==> config.mk <==
export PLATFORM = sky130hd
export DESIGN_NAME = dual_cmp_timer
export DESIGN_NICKNAME = d
export VERILOG_FILES = /design/src/rtl/tmr_pkg.sv /design/src/rtl/tmr_sync.sv /design/src/rtl/tmr_core.sv /design/src/rtl/dual_cmp_timer.sv
export SDC_FILE = /design/constraint.sdc
export NUM_CORES = 1
export LEC_CHECK = 0
export ABC_AREA = 1
export BUFFER_PORTS_ARGS = -buffer_cell sky130_fd_sc_hd__buf_2
export CAP_MARGIN = 20
export CORE_ASPECT_RATIO = 1.1
export CORE_MARGIN = 1.5
export CORE_UTILIZATION = 59
export DETAILED_ROUTE_END_ITERATION = 10
export PLACE_DENSITY = 0.8
export SYNTH_ARGS = -nofsm -noshare
export SYNTH_HDL_FRONTEND = slang
export SYNTH_SLANG_ARGS = --single-unit
==> constraint.sdc <==
create_clock -name clk -period 2.2 [get_ports clk]
set_input_delay 0.11 -clock clk [delete_from_list [all_inputs] [get_ports clk]]
set_output_delay 0.11 -clock clk [all_outputs]
set_load 0.05 [all_outputs]
==> src/rtl/tmr_pkg.sv <==
package tmr_pkg;
  typedef enum logic [1:0] {
    REG_CTRL = 2'd0,
    REG_CNT  = 2'd1,
    REG_CMPA = 2'd2,
    REG_CMPB = 2'd3
  } reg_addr_e;

  typedef enum logic [1:0] {
    SRC_CLK   = 2'd0,
    SRC_PIN   = 2'd1,
    SRC_CHAIN = 2'd2,
    SRC_OFF   = 2'd3
  } src_sel_e;

  typedef struct packed {
    logic       irq_en;
    src_sel_e   src;
    logic       dual;
    logic       cont;
    logic       run;
  } ctrl_t;

  localparam int CTRL_BITS = $bits(ctrl_t);
endpackage

==> src/rtl/tmr_sync.sv <==
module tmr_sync #(
  parameter int STAGES = 2
) (
  input  logic clk,
  input  logic rst_n,
  input  logic d,
  output logic q
);
  logic [STAGES-1:0] sh_q;
  logic [STAGES-1:0] sh_n;

  generate
    if (STAGES == 1) begin : g_one
      assign sh_n = d;
    end else begin : g_many
      assign sh_n = {sh_q[STAGES-2:0], d};
    end
  endgenerate

  always_ff @(posedge clk or negedge rst_n) begin
    if (!rst_n) sh_q <= '0;
    else        sh_q <= sh_n;
  end

  assign q = sh_q[STAGES-1];
endmodule

==> src/rtl/tmr_core.sv <==
module tmr_core #(
  parameter int W = 16
) (
  input  logic         clk,
  input  logic         rst_n,
  input  logic         tick,
  input  logic         dual,
  input  logic         cont,
  input  logic         irq_en,
  input  logic [W-1:0] cmp_a,
  input  logic [W-1:0] cmp_b,
  input  logic         cnt_we,
  input  logic [W-1:0] cnt_wd,
  input  logic         phase_clr,
  output logic [W-1:0] count,
  output logic         phase_b,
  output logic         toggle,
  output logic         done,
  output logic         irq
);
  logic [W-1:0] cnt_q, cnt_n;
  logic         ph_q, ph_n;
  logic         tg_q, tg_n;
  logic         irq_q, irq_n;
  logic [W-1:0] limit;
  logic         wrap;

  assign limit = (dual && ph_q) ? cmp_b : cmp_a;
  assign wrap  = tick && (cnt_q == limit);

  always_comb begin
    cnt_n = cnt_q;
    ph_n  = ph_q;
    tg_n  = tg_q;
    if (tick) begin
      if (wrap) begin
        cnt_n = '0;
        ph_n  = dual ? ~ph_q : 1'b0;
        tg_n  = ~tg_q;
      end else begin
        cnt_n = cnt_q + W'(1);
      end
    end
    if (phase_clr) begin
      ph_n = 1'b0;
      tg_n = 1'b0;
    end
    if (cnt_we) cnt_n = cnt_wd;
    irq_n = wrap && irq_en;
  end

  always_ff @(posedge clk or negedge rst_n) begin
    if (!rst_n) begin
      cnt_q <= '0;
      ph_q  <= 1'b0;
      tg_q  <= 1'b0;
      irq_q <= 1'b0;
    end else begin
      cnt_q <= cnt_n;
      ph_q  <= ph_n;
      tg_q  <= tg_n;
      irq_q <= irq_n;
    end
  end

  assign done    = wrap && !cont && (!dual || ph_q);
  assign count   = cnt_q;
  assign phase_b = ph_q;
  assign toggle  = tg_q;
  assign irq     = irq_q;
endmodule

==> src/rtl/dual_cmp_timer.sv <==
module dual_cmp_timer
  import tmr_pkg::*;
#(
  parameter int W           = 16,
  parameter int SYNC_STAGES = 2
) (
  input  logic         clk,
  input  logic         rst_n,
  input  logic         bus_wr,
  input  logic [1:0]   bus_addr,
  input  logic [W-1:0] bus_wdata,
  output logic [W-1:0] bus_rdata,
  input  logic         ev_pin,
  input  logic         chain_tick,
  output logic         wave_o,
  output logic         irq_o
);
  logic         rst_s_n;
  logic         ev_s, ev_d_q, ev_rise;
  ctrl_t        ctrl_q, ctrl_n;
  logic [W-1:0] cmp_a_q, cmp_b_q;
  logic         ctrl_we, cnt_we, cmpa_we, cmpb_we;
  logic         src_tick, tick;
  logic [W-1:0] cnt_q;
  logic         ph_b, tgl, done;
  logic         run_q, dual_q, cont_q, irqen_q;

  tmr_sync #(.STAGES(2)) u_rst_sync (
    .clk(clk), .rst_n(rst_n), .d(1'b1), .q(rst_s_n)
  );

  tmr_sync #(.STAGES(SYNC_STAGES)) u_ev_sync (
    .clk(clk), .rst_n(rst_s_n), .d(ev_pin), .q(ev_s)
  );

  always_ff @(posedge clk or negedge rst_s_n) begin
    if (!rst_s_n) ev_d_q <= 1'b0;
    else          ev_d_q <= ev_s;
  end
  assign ev_rise = ev_s && !ev_d_q;

  assign ctrl_we = bus_wr && (bus_addr == REG_CTRL);
  assign cnt_we  = bus_wr && (bus_addr == REG_CNT);
  assign cmpa_we = bus_wr && (bus_addr == REG_CMPA);
  assign cmpb_we = bus_wr && (bus_addr == REG_CMPB);

  always_comb begin
    ctrl_n = ctrl_q;
    if (ctrl_we)   ctrl_n = ctrl_t'(bus_wdata[CTRL_BITS-1:0]);
    else if (done) ctrl_n.run = 1'b0;
  end

  always_ff @(posedge clk or negedge rst_s_n) begin
    if (!rst_s_n) begin
      ctrl_q  <= '0;
      cmp_a_q <= '0;
      cmp_b_q <= '0;
    end else begin
      ctrl_q <= ctrl_n;
      if (cmpa_we) cmp_a_q <= bus_wdata;
      if (cmpb_we) cmp_b_q <= bus_wdata;
    end
  end

  always_comb begin
    case (ctrl_q.src)
      SRC_CLK:   src_tick = 1'b1;
      SRC_PIN:   src_tick = ev_rise;
      SRC_CHAIN: src_tick = chain_tick;
      default:   src_tick = 1'b0;
    endcase
  end
  assign tick = ctrl_q.run && src_tick;

  tmr_core #(.W(W)) u_core (
    .clk(clk), .rst_n(rst_s_n), .tick(tick),
    .dual(ctrl_q.dual), .cont(ctrl_q.cont), .irq_en(ctrl_q.irq_en),
    .cmp_a(cmp_a_q), .cmp_b(cmp_b_q),
    .cnt_we(cnt_we), .cnt_wd(bus_wdata), .phase_clr(ctrl_we),
    .count(cnt_q), .phase_b(ph_b), .toggle(tgl), .done(done), .irq(irq_o)
  );

  assign run_q   = ctrl_q.run;
  assign dual_q  = ctrl_q.dual;
  assign cont_q  = ctrl_q.cont;
  assign irqen_q = ctrl_q.irq_en;

  assign wave_o = dual_q ? !ph_b : tgl;

  always_comb begin
    case (bus_addr)
      REG_CTRL: bus_rdata = W'(ctrl_q);
      REG_CNT:  bus_rdata = cnt_q;
      REG_CMPA: bus_rdata = cmp_a_q;
      default:  bus_rdata = cmp_b_q;
    endcase
  end
endmodule

==> impl_summary.txt, run 1 <==
----------------------------------------------------
[Floorplan]
  Die outline area ... 0.00701 mm^2
  Area of the placeable core ... 0.00623 mm^2
  Num rows ... 30
  I/O pin total ... 41
  Starting Density ... 61.7%
  Die extent in x ... 79.9 um
  Chip height ... 87.6 um

[Clock network]
  Root cell of the clock tree ... sky130_fd_sc_hd__clkbuf_8
  Insertion delay to the later sink of the worst-skew pair ... 0.35 ns
  TritonCTS clock tree ... yes
  Clk buf depth ... 2
  Clock Sink Count ... 62
  H-tree level count ... 3
  Clock-pin slew of the registers on the worst-case setup and hold paths ... ~0.070 ns
  Number of buffers inserted during clock tree synthesis ... 9

[Place]
  I/O Buffers ... 40
  Post-DP HPWL ... between 8 and 9 mm
  Number of placed instances with taps included ... 671
  Global placer's final weighted congestion ... roughly 0.94

[Critical path]
  Crit path kind ... reg -> reg
  Endpoint required time on the critical path ... 2.43 ns
  Worst-path maximum fanout ... 16
  Arrival @ worst endpoint ... 2.27 ns
  Max stage delay on crit path ... 0.48 ns
  Slowest cell on crit path ... sky130_fd_sc_hd__dfrtp_1
  Nature of the critical path startpoint ... flip-flop
  Series of cell instances along the critical path ... buf_4 > nand3_1 > nand3_1 > nand2_1 > nor3_2 > nand3_4 > nand3b_1 > nand2_1
  Worst-case register-to-register setup slack ... 0.16 ns
  Critical path capture point type ... flip-flop

[Routing]
  DRT iter0 DRCs ... just under 300
  Detailed-route via count ... 3,999
  Number of iterations in the first detailed-routing pass ... 5
  Residual DRC count ... 0
  Via-per-instance ratio ... about 5.8
  Sum of routed wire length over all layers ... between 10 and 15 mm
  Number of nets with antenna violations after detailed routing ... 0
  Detailed-route wire length per cell ... 16.9 um

[Timing]
  Number of pins with negative max-slew slack in the final report ... 0
  Measured slew at the worst slew-check pin ... around 0.72 ns
  Count of final setup violators ... 0
  Final count of hold timing violations ... 0
  Clk_skew ... ~0.009 ns
  RSZ-0062 raised after global routing ... false
  Final critical path time including I/O delays and setup ... 2.04 ns
  Maximum operating frequency ... 491 MHz
  Worst-case hold slack ... roughly 0.013 ns
  Remaining max-slew budget at the tightest pin ... 51.8%
  Setup TNS ... 0 ns
  Tcrit/Tclk final ... 92.6%

[GRT]
  Number of antenna violations at the first check in global routing ... 0
  Total global routing track utilization ... 36.1%
  Global-route wire length before repair ... 19.3 mm
  Via count of the first global-routing pass ... a little over 4,000
  GR Overflow Total ... 0
  Largest net degree at the start of global routing ... 33

[Synth]
  Avg Cell Area, Syn ... 6.91 um^2
  Synthesis warning total ... 0
  Synthesized cell area ... 0.00384 mm^2
  Post-Synthesis Cells ... 556
  Async set-reset flop share out of synthesis ... between 90% and 100%
  Number of nets in the synthesized netlist ... 580
  Synth cell types ... 33
  Fraction of the yosys area taken by sequential cells ... between 40 and 50%
  Number of flops mapped to enable cells by yosys ... 0
  Main synth FF type ... sky130_fd_sc_hd__dfrtp_1
  Register bit count reported by yosys ... 62

[Run]
  Max-cap viol count ... 0

[Power]
  P per Cell Area ... 1080 mW/mm^2
  Power Total ... 0.00478 W
  Leakage Power ... 2.34 nW
  Maximum vdd drop ... 0.773 mV

[Cells and area]
  Share of cells above drive strength 1 ... 13.6%
  Final instance count without filler cells ... 691
  Syn-to-layout area delta ... 15.0%
  Count of inserted antenna diode cells ... 0
  Leading cell types in the layout, fill and taps excluded ... sky130_fd_sc_hd__nand2_1, sky130_fd_sc_hd__inv_1, sky130_fd_sc_hd__dfrtp_1
  Multi-input combinational cell area ... 0.00188 mm^2
  Fill cell total of the finished layout ... 540
  Number of nets in the finished design ... 630
  Commonest non-fill, non-tap cell in the layout ... sky130_fd_sc_hd__nand2_1
  FF+latch area ... 0.00155 mm^2

[Run status]
  Run status ... finished clean

[Hold path]
  Path class of the lowest-slack min-delay path ... in -> reg

----------------------------------------------------
flip-flops by register name, summed over array words and instances, names as in the netlist:
signal           cells
cmp_a_q             16
cmp_b_q             16
u_core.count        16
ctrl_q               2
u_ev_sync.sh_q       2
u_rst_sync.sh_q      2
cont_q               1
dual_q               1
ev_d_q               1
irqen_q              1
run_q                1
u_core.irq           1
u_core.phase_b       1
u_core.toggle        1
power breakdown:
group / leakage, nW / switching (W) / internal (W)
Clock: 0.120 / 0.000457 / 0.000730
Combinational: 1.45 / 0.00130 / 0.000613
Sequential: 0.773 / 0.000287 / 0.00139
logic make-up (layout without fill, tap and decap cells):
kind of cell | count (synthesis) | after routing | share of synthesized area, %
other cells | 1 | 1 | 0.0976
buf+inv | 100 | 155 | 10.9
simple gates | 300 | 300 | 33.8
flops | 62 | 62 | 40.4
xor+xnor | 7 | 7 | 1.60
fa+ha+maj | 1 | 1 | 0.326
compound gates | 85 | 85 | 12.9
critical path: cells and delay by family, from the launching register on:
| family | cells | cell delay [ns] |
|---|---|---|
| flip-flops | 1 | 0.48 |
| buffers and inverters | 1 | 0.29 |
| AND/OR/NAND/NOR | 7 | 1.15 |
routing by layer:
metal  wire length [um]  track usage, %  vias up
met1               4720            43.7     1888
met3                889            7.29       40
met4                375            15.8        0
met2               5680            62.3      185
met5                  0               0        -
li1                   -               -     1886
synth_stat cells, types with 3 or more instances:
master                      count  share of area, %
sky130_fd_sc_hd__clkbuf_1      10              0.98
sky130_fd_sc_hd__inv_1         79               7.7
sky130_fd_sc_hd__nand3_1       55               7.2
sky130_fd_sc_hd__nand2_2        3              0.49
sky130_fd_sc_hd__buf_6          4               1.2
sky130_fd_sc_hd__o221ai_1       4              0.91
sky130_fd_sc_hd__dfrtp_1       62                40
sky130_fd_sc_hd__a21oi_1        5              0.65
sky130_fd_sc_hd__nor3_1         6              0.78
sky130_fd_sc_hd__o21ai_0       45               5.9
sky130_fd_sc_hd__nand3b_1       6               1.2
sky130_fd_sc_hd__buf_4          3              0.59
sky130_fd_sc_hd__nor2_1        38               3.7
sky130_fd_sc_hd__nor2_2         3              0.49
sky130_fd_sc_hd__o211ai_1       6               1.2
sky130_fd_sc_hd__o2111ai_1      3              0.68
sky130_fd_sc_hd__o22ai_1       20               3.3
sky130_fd_sc_hd__nand4_1        4              0.65
sky130_fd_sc_hd__xor2_1         7               1.6
sky130_fd_sc_hd__nand2_1      178                17
timing repair:
| action | CTS | global route |
|---|---|---|
| setup endpoints to repair | 0 | 3 |
| hold buffers | 4 | 0 |
| gates resized for setup | 0 | 1 |
| hold endpoints to repair | 5 | 0 |
| buffers inserted | 0 | 0 |
cell type report:
class	instances	area share [%]
repair buffers	57	7.93
clock buffers	13	3.82
clock inverters	3	1.47
inverters	82	6.96
well taps	80	2.26
multi-input cells	394	42.4
flip-flops and latches	62	35.1
metrics by stage:
stage               instance area (um^2)  setup WS (ns)  util (%)
floorplan                           3840          0.346         -
global placement                    4140          0.288      66.5
detailed placement                  4140          0.213      66.5
CTS                                 4420          0.165      70.9
global route                        4420         0.0177      70.9
finish                              4420          0.163      70.9
worst paths after layout:
path,startpoint,to,depth (start not counted)
max in group asynchronous,u_rst_sync.sh_q[1],u_core.phase_b,1
min,bus_wdata[2],dual_q,3
max,u_core.phase_b,u_core.count[11],8
max reg2reg,u_core.phase_b,u_core.count[11],8
min reg2reg,u_rst_sync.sh_q[1],cmp_b_q[15],0
min in group asynchronous,rst_n,u_rst_sync.sh_q[1],2
Note: power is estimated with default switching activity, not from simulation.
==> run 2: changes to the inputs <==
PLACE_DENSITY = 0.81   (was 0.8)
==> impl_summary.txt, run 2 (same netlist as run 1, synthesis figures left out) <==
----------------------------------------------------
[Clock network]
  Clk buf depth ... 2 (unchanged)
  Insertion delay to the later sink of the worst-skew pair ... 0.36 ns (about the same)
  H-tree level count ... 3 (unchanged)
  Number of buffers inserted during clock tree synthesis ... 9 (unchanged)
  Root cell of the clock tree ... sky130_fd_sc_hd__clkbuf_8
  Post-CTS setup-driven buffer insertion count ... 0 (unchanged)
  TritonCTS clock tree ... yes
  Clock Sink Count ... 62 (unchanged)
  Number of buffers added to fix hold violations after cts ... 4 (unchanged)
  Clock-pin slew of the registers on the worst-case setup and hold paths ... 0.08 ns (about the same)
  Gates resized, CTS repair ... 0 (unchanged)

[Routing]
  Detailed-route wire length per cell ... 16.6 um (-1.3%)
  Via-per-instance ratio ... 5.62 (-2.9%)
  DRT iter0 DRCs ... 387 (+32%)
  Number of iterations in the first detailed-routing pass ... 5 (unchanged)
  Residual DRC count ... 0 (unchanged)
  Number of nets with antenna violations after detailed routing ... 0 (unchanged)
  Detailed-route via count ... 3,884 (-2.9%)
  Sum of routed wire length over all layers ... 11.5 mm (-1.3%)

[Power]
  Power Total ... 0.00459 W (-3.9%)
  P per Cell Area ... 1050 mW/mm^2 (-3.1%)
  Maximum vdd drop ... 0.573 mV (-26%)
  Leakage Power ... 2.32 nW (-0.84%)

[Floorplan]
  Chip height ... 87.6 um (unchanged)
  Die outline area ... 0.00701 mm^2 (unchanged)
  Starting Density ... 61.7% (unchanged)
  Die extent in x ... 79.9 um (unchanged)
  I/O pin total ... 41 (unchanged)
  Num rows ... 30 (unchanged)
  Area of the placeable core ... 0.00623 mm^2 (unchanged)

[Critical path]
  Crit path kind ... reg -> reg
  Reg-to-reg critical path startpoint ... u_core.phase_b
  Worst-case register-to-register setup slack ... 0.23 ns (+0.07 ns)
  Critical path capture point type ... flip-flop
  Nature of the critical path startpoint ... flip-flop
  Endpoint required time on the critical path ... 2.44 ns (about the same)
  Worst-path maximum fanout ... 20 (+4)
  Reg2reg path depth ... 11 (+3)
  Start point of the critical path ... u_core.phase_b
  Arrival @ worst endpoint ... 2.20 ns (-0.07 ns)

[Timing]
  Maximum operating frequency ... 509 MHz (+3.6%)
  Worst-case hold slack ... 0.0165 ns (+0.00304 ns)
  Number of pins with negative max-slew slack in the final report ... 0 (unchanged)
  Final critical path time including I/O delays and setup ... 1.97 ns (-0.0710 ns)
  Measured slew at the worst slew-check pin ... 0.967 ns (+0.244 ns)
  Remaining max-slew budget at the tightest pin ... 35.3% (-17 points)
  Clk_skew ... 0.0109 ns (+0.00184 ns)
  Tcrit/Tclk final ... 89.3% (-3.2 points)
  Final count of hold timing violations ... 0 (unchanged)
  Setup TNS ... 0 ns (unchanged)
  Count of final setup violators ... 0 (unchanged)
  RSZ-0062 raised after global routing ... false

[Place]
  Post-DP HPWL ... 8.35 mm (+0.80%)
  I/O Buffers ... 40 (unchanged)
  Global placer's final weighted congestion ... 0.923 (-2.0%)

[GRT]
  Number of antenna violations at the first check in global routing ... 0 (unchanged)
  Global-route wire length before repair ... 18.7 mm (-3.2%)
  Total global routing track utilization ... 35.8% (-0.31 points)
  GR Overflow Total ... 0 (unchanged)
  Largest net degree at the start of global routing ... 38 (+15%)
  Via count of the first global-routing pass ... 3,744 (-8.6%)

[Hold path]
  Cell depth of the worst min-delay path ... 3 (unchanged)
  Path class of the lowest-slack min-delay path ... in -> reg
  Worst hold path startpoint ... bus_wdata[2]

[Cells and area]
  Commonest non-fill, non-tap cell in the layout ... sky130_fd_sc_hd__nand2_1
  Multi-input combinational cell area ... 0.00187 mm^2 (-0.13%)
  Post-layout util ... 70.3% (-0.62 points)
  Count of inserted antenna diode cells ... 0 (unchanged)
  Leading cell types in the layout, fill and taps excluded ... sky130_fd_sc_hd__nand2_1, sky130_fd_sc_hd__inv_1, sky130_fd_sc_hd__dfrtp_1
  Syn-to-layout area delta ... 14.0%
  Share of cells above drive strength 1 ... 13.6% (unchanged)
  Fill cell total of the finished layout ... 551 (+2.0%)
  FF+latch area ... 0.00155 mm^2 (unchanged)
  Number of nets in the finished design ... 630 (unchanged)

[Run status]
  Run status ... finished clean

[Run]
  Max-cap viol count ... 0 (unchanged)

----------------------------------------------------
## run 2: cell count changes in the layout (fill, tap and decap cells not counted)
cell	change
sky130_fd_sc_hd__clkbuf_8	-3
sky130_fd_sc_hd__clkinv_4	+2
sky130_fd_sc_hd__bufinv_16	-1
sky130_fd_sc_hd__clkbuf_1	-1
sky130_fd_sc_hd__clkinv_2	+1
sky130_fd_sc_hd__clkinvlp_4	+1
sky130_fd_sc_hd__inv_6	+1
sky130_fd_sc_hd__nor2_1	+1
sky130_fd_sc_hd__nor2_2	-1
## run 2: per-stage QoR
stage          cell area (um^2)  instances  worst slack [ns]
2_1_floorplan              3840        556             0.346
3_3_place_gp               4140        671             0.322
3_5_place_dp               4140        671             0.290
4_1_cts                    4380        691             0.250
5_1_grt                    4380        691            0.0127
6_report                   4380        691             0.234
## run 2: final cells by class
class | instances | area share (%)
clock buffer | 9 | 2.83
sequential | 62 | 35.4
tap | 80 | 2.28
timing repair buffer | 57 | 8.00
multi-input combinational | 394 | 42.7
clock inverter | 7 | 1.68
inverter | 82 | 7.02
## run 2: power by group
group / total (W) / switching (W) / internal (W)
clock network: 0.00102 / 0.000498 / 0.000526
registers: 0.00166 / 0.000276 / 0.00139
logic: 0.00190 / 0.00130 / 0.000602
total: 0.00459 / 0.00207 / 0.00251
## run 2: worst paths after layout
check                                      to
max                           u_core.count[2]
min reg2reg                       cmp_b_q[15]
max reg2reg                   u_core.count[2]
min in group asynchronous  u_rst_sync.sh_q[1]
min                                    dual_q
max in group asynchronous          cmp_b_q[0]
## run 2: layer usage
metal,wire [um],GRT usage [%],up-vias,part of all wire [%]
li1,-,-,1890,-
met1,4590,45.1,1774,40
met2,5720,61.0,189,50
met3,810,5.52,31,7.0
met4,380,15.8,0,3.3
met5,0,0,-,0
## run 2: critical path, cell delays in order, from the launching register on
cell and delay, ns:
sky130_fd_sc_hd__dfrtp_1 0.42, sky130_fd_sc_hd__nand2_4 0.20, sky130_fd_sc_hd__inv_2 0.17, sky130_fd_sc_hd__nand2_1 0.07, sky130_fd_sc_hd__nand3_1 0.07, sky130_fd_sc_hd__nand2_1 0.13, sky130_fd_sc_hd__nor2_1 0.12, sky130_fd_sc_hd__nand2_1 0.10
sky130_fd_sc_hd__nor2_4 0.13, sky130_fd_sc_hd__nand3_4 0.21, sky130_fd_sc_hd__nand3_1 0.16, sky130_fd_sc_hd__nand2_1 0.07
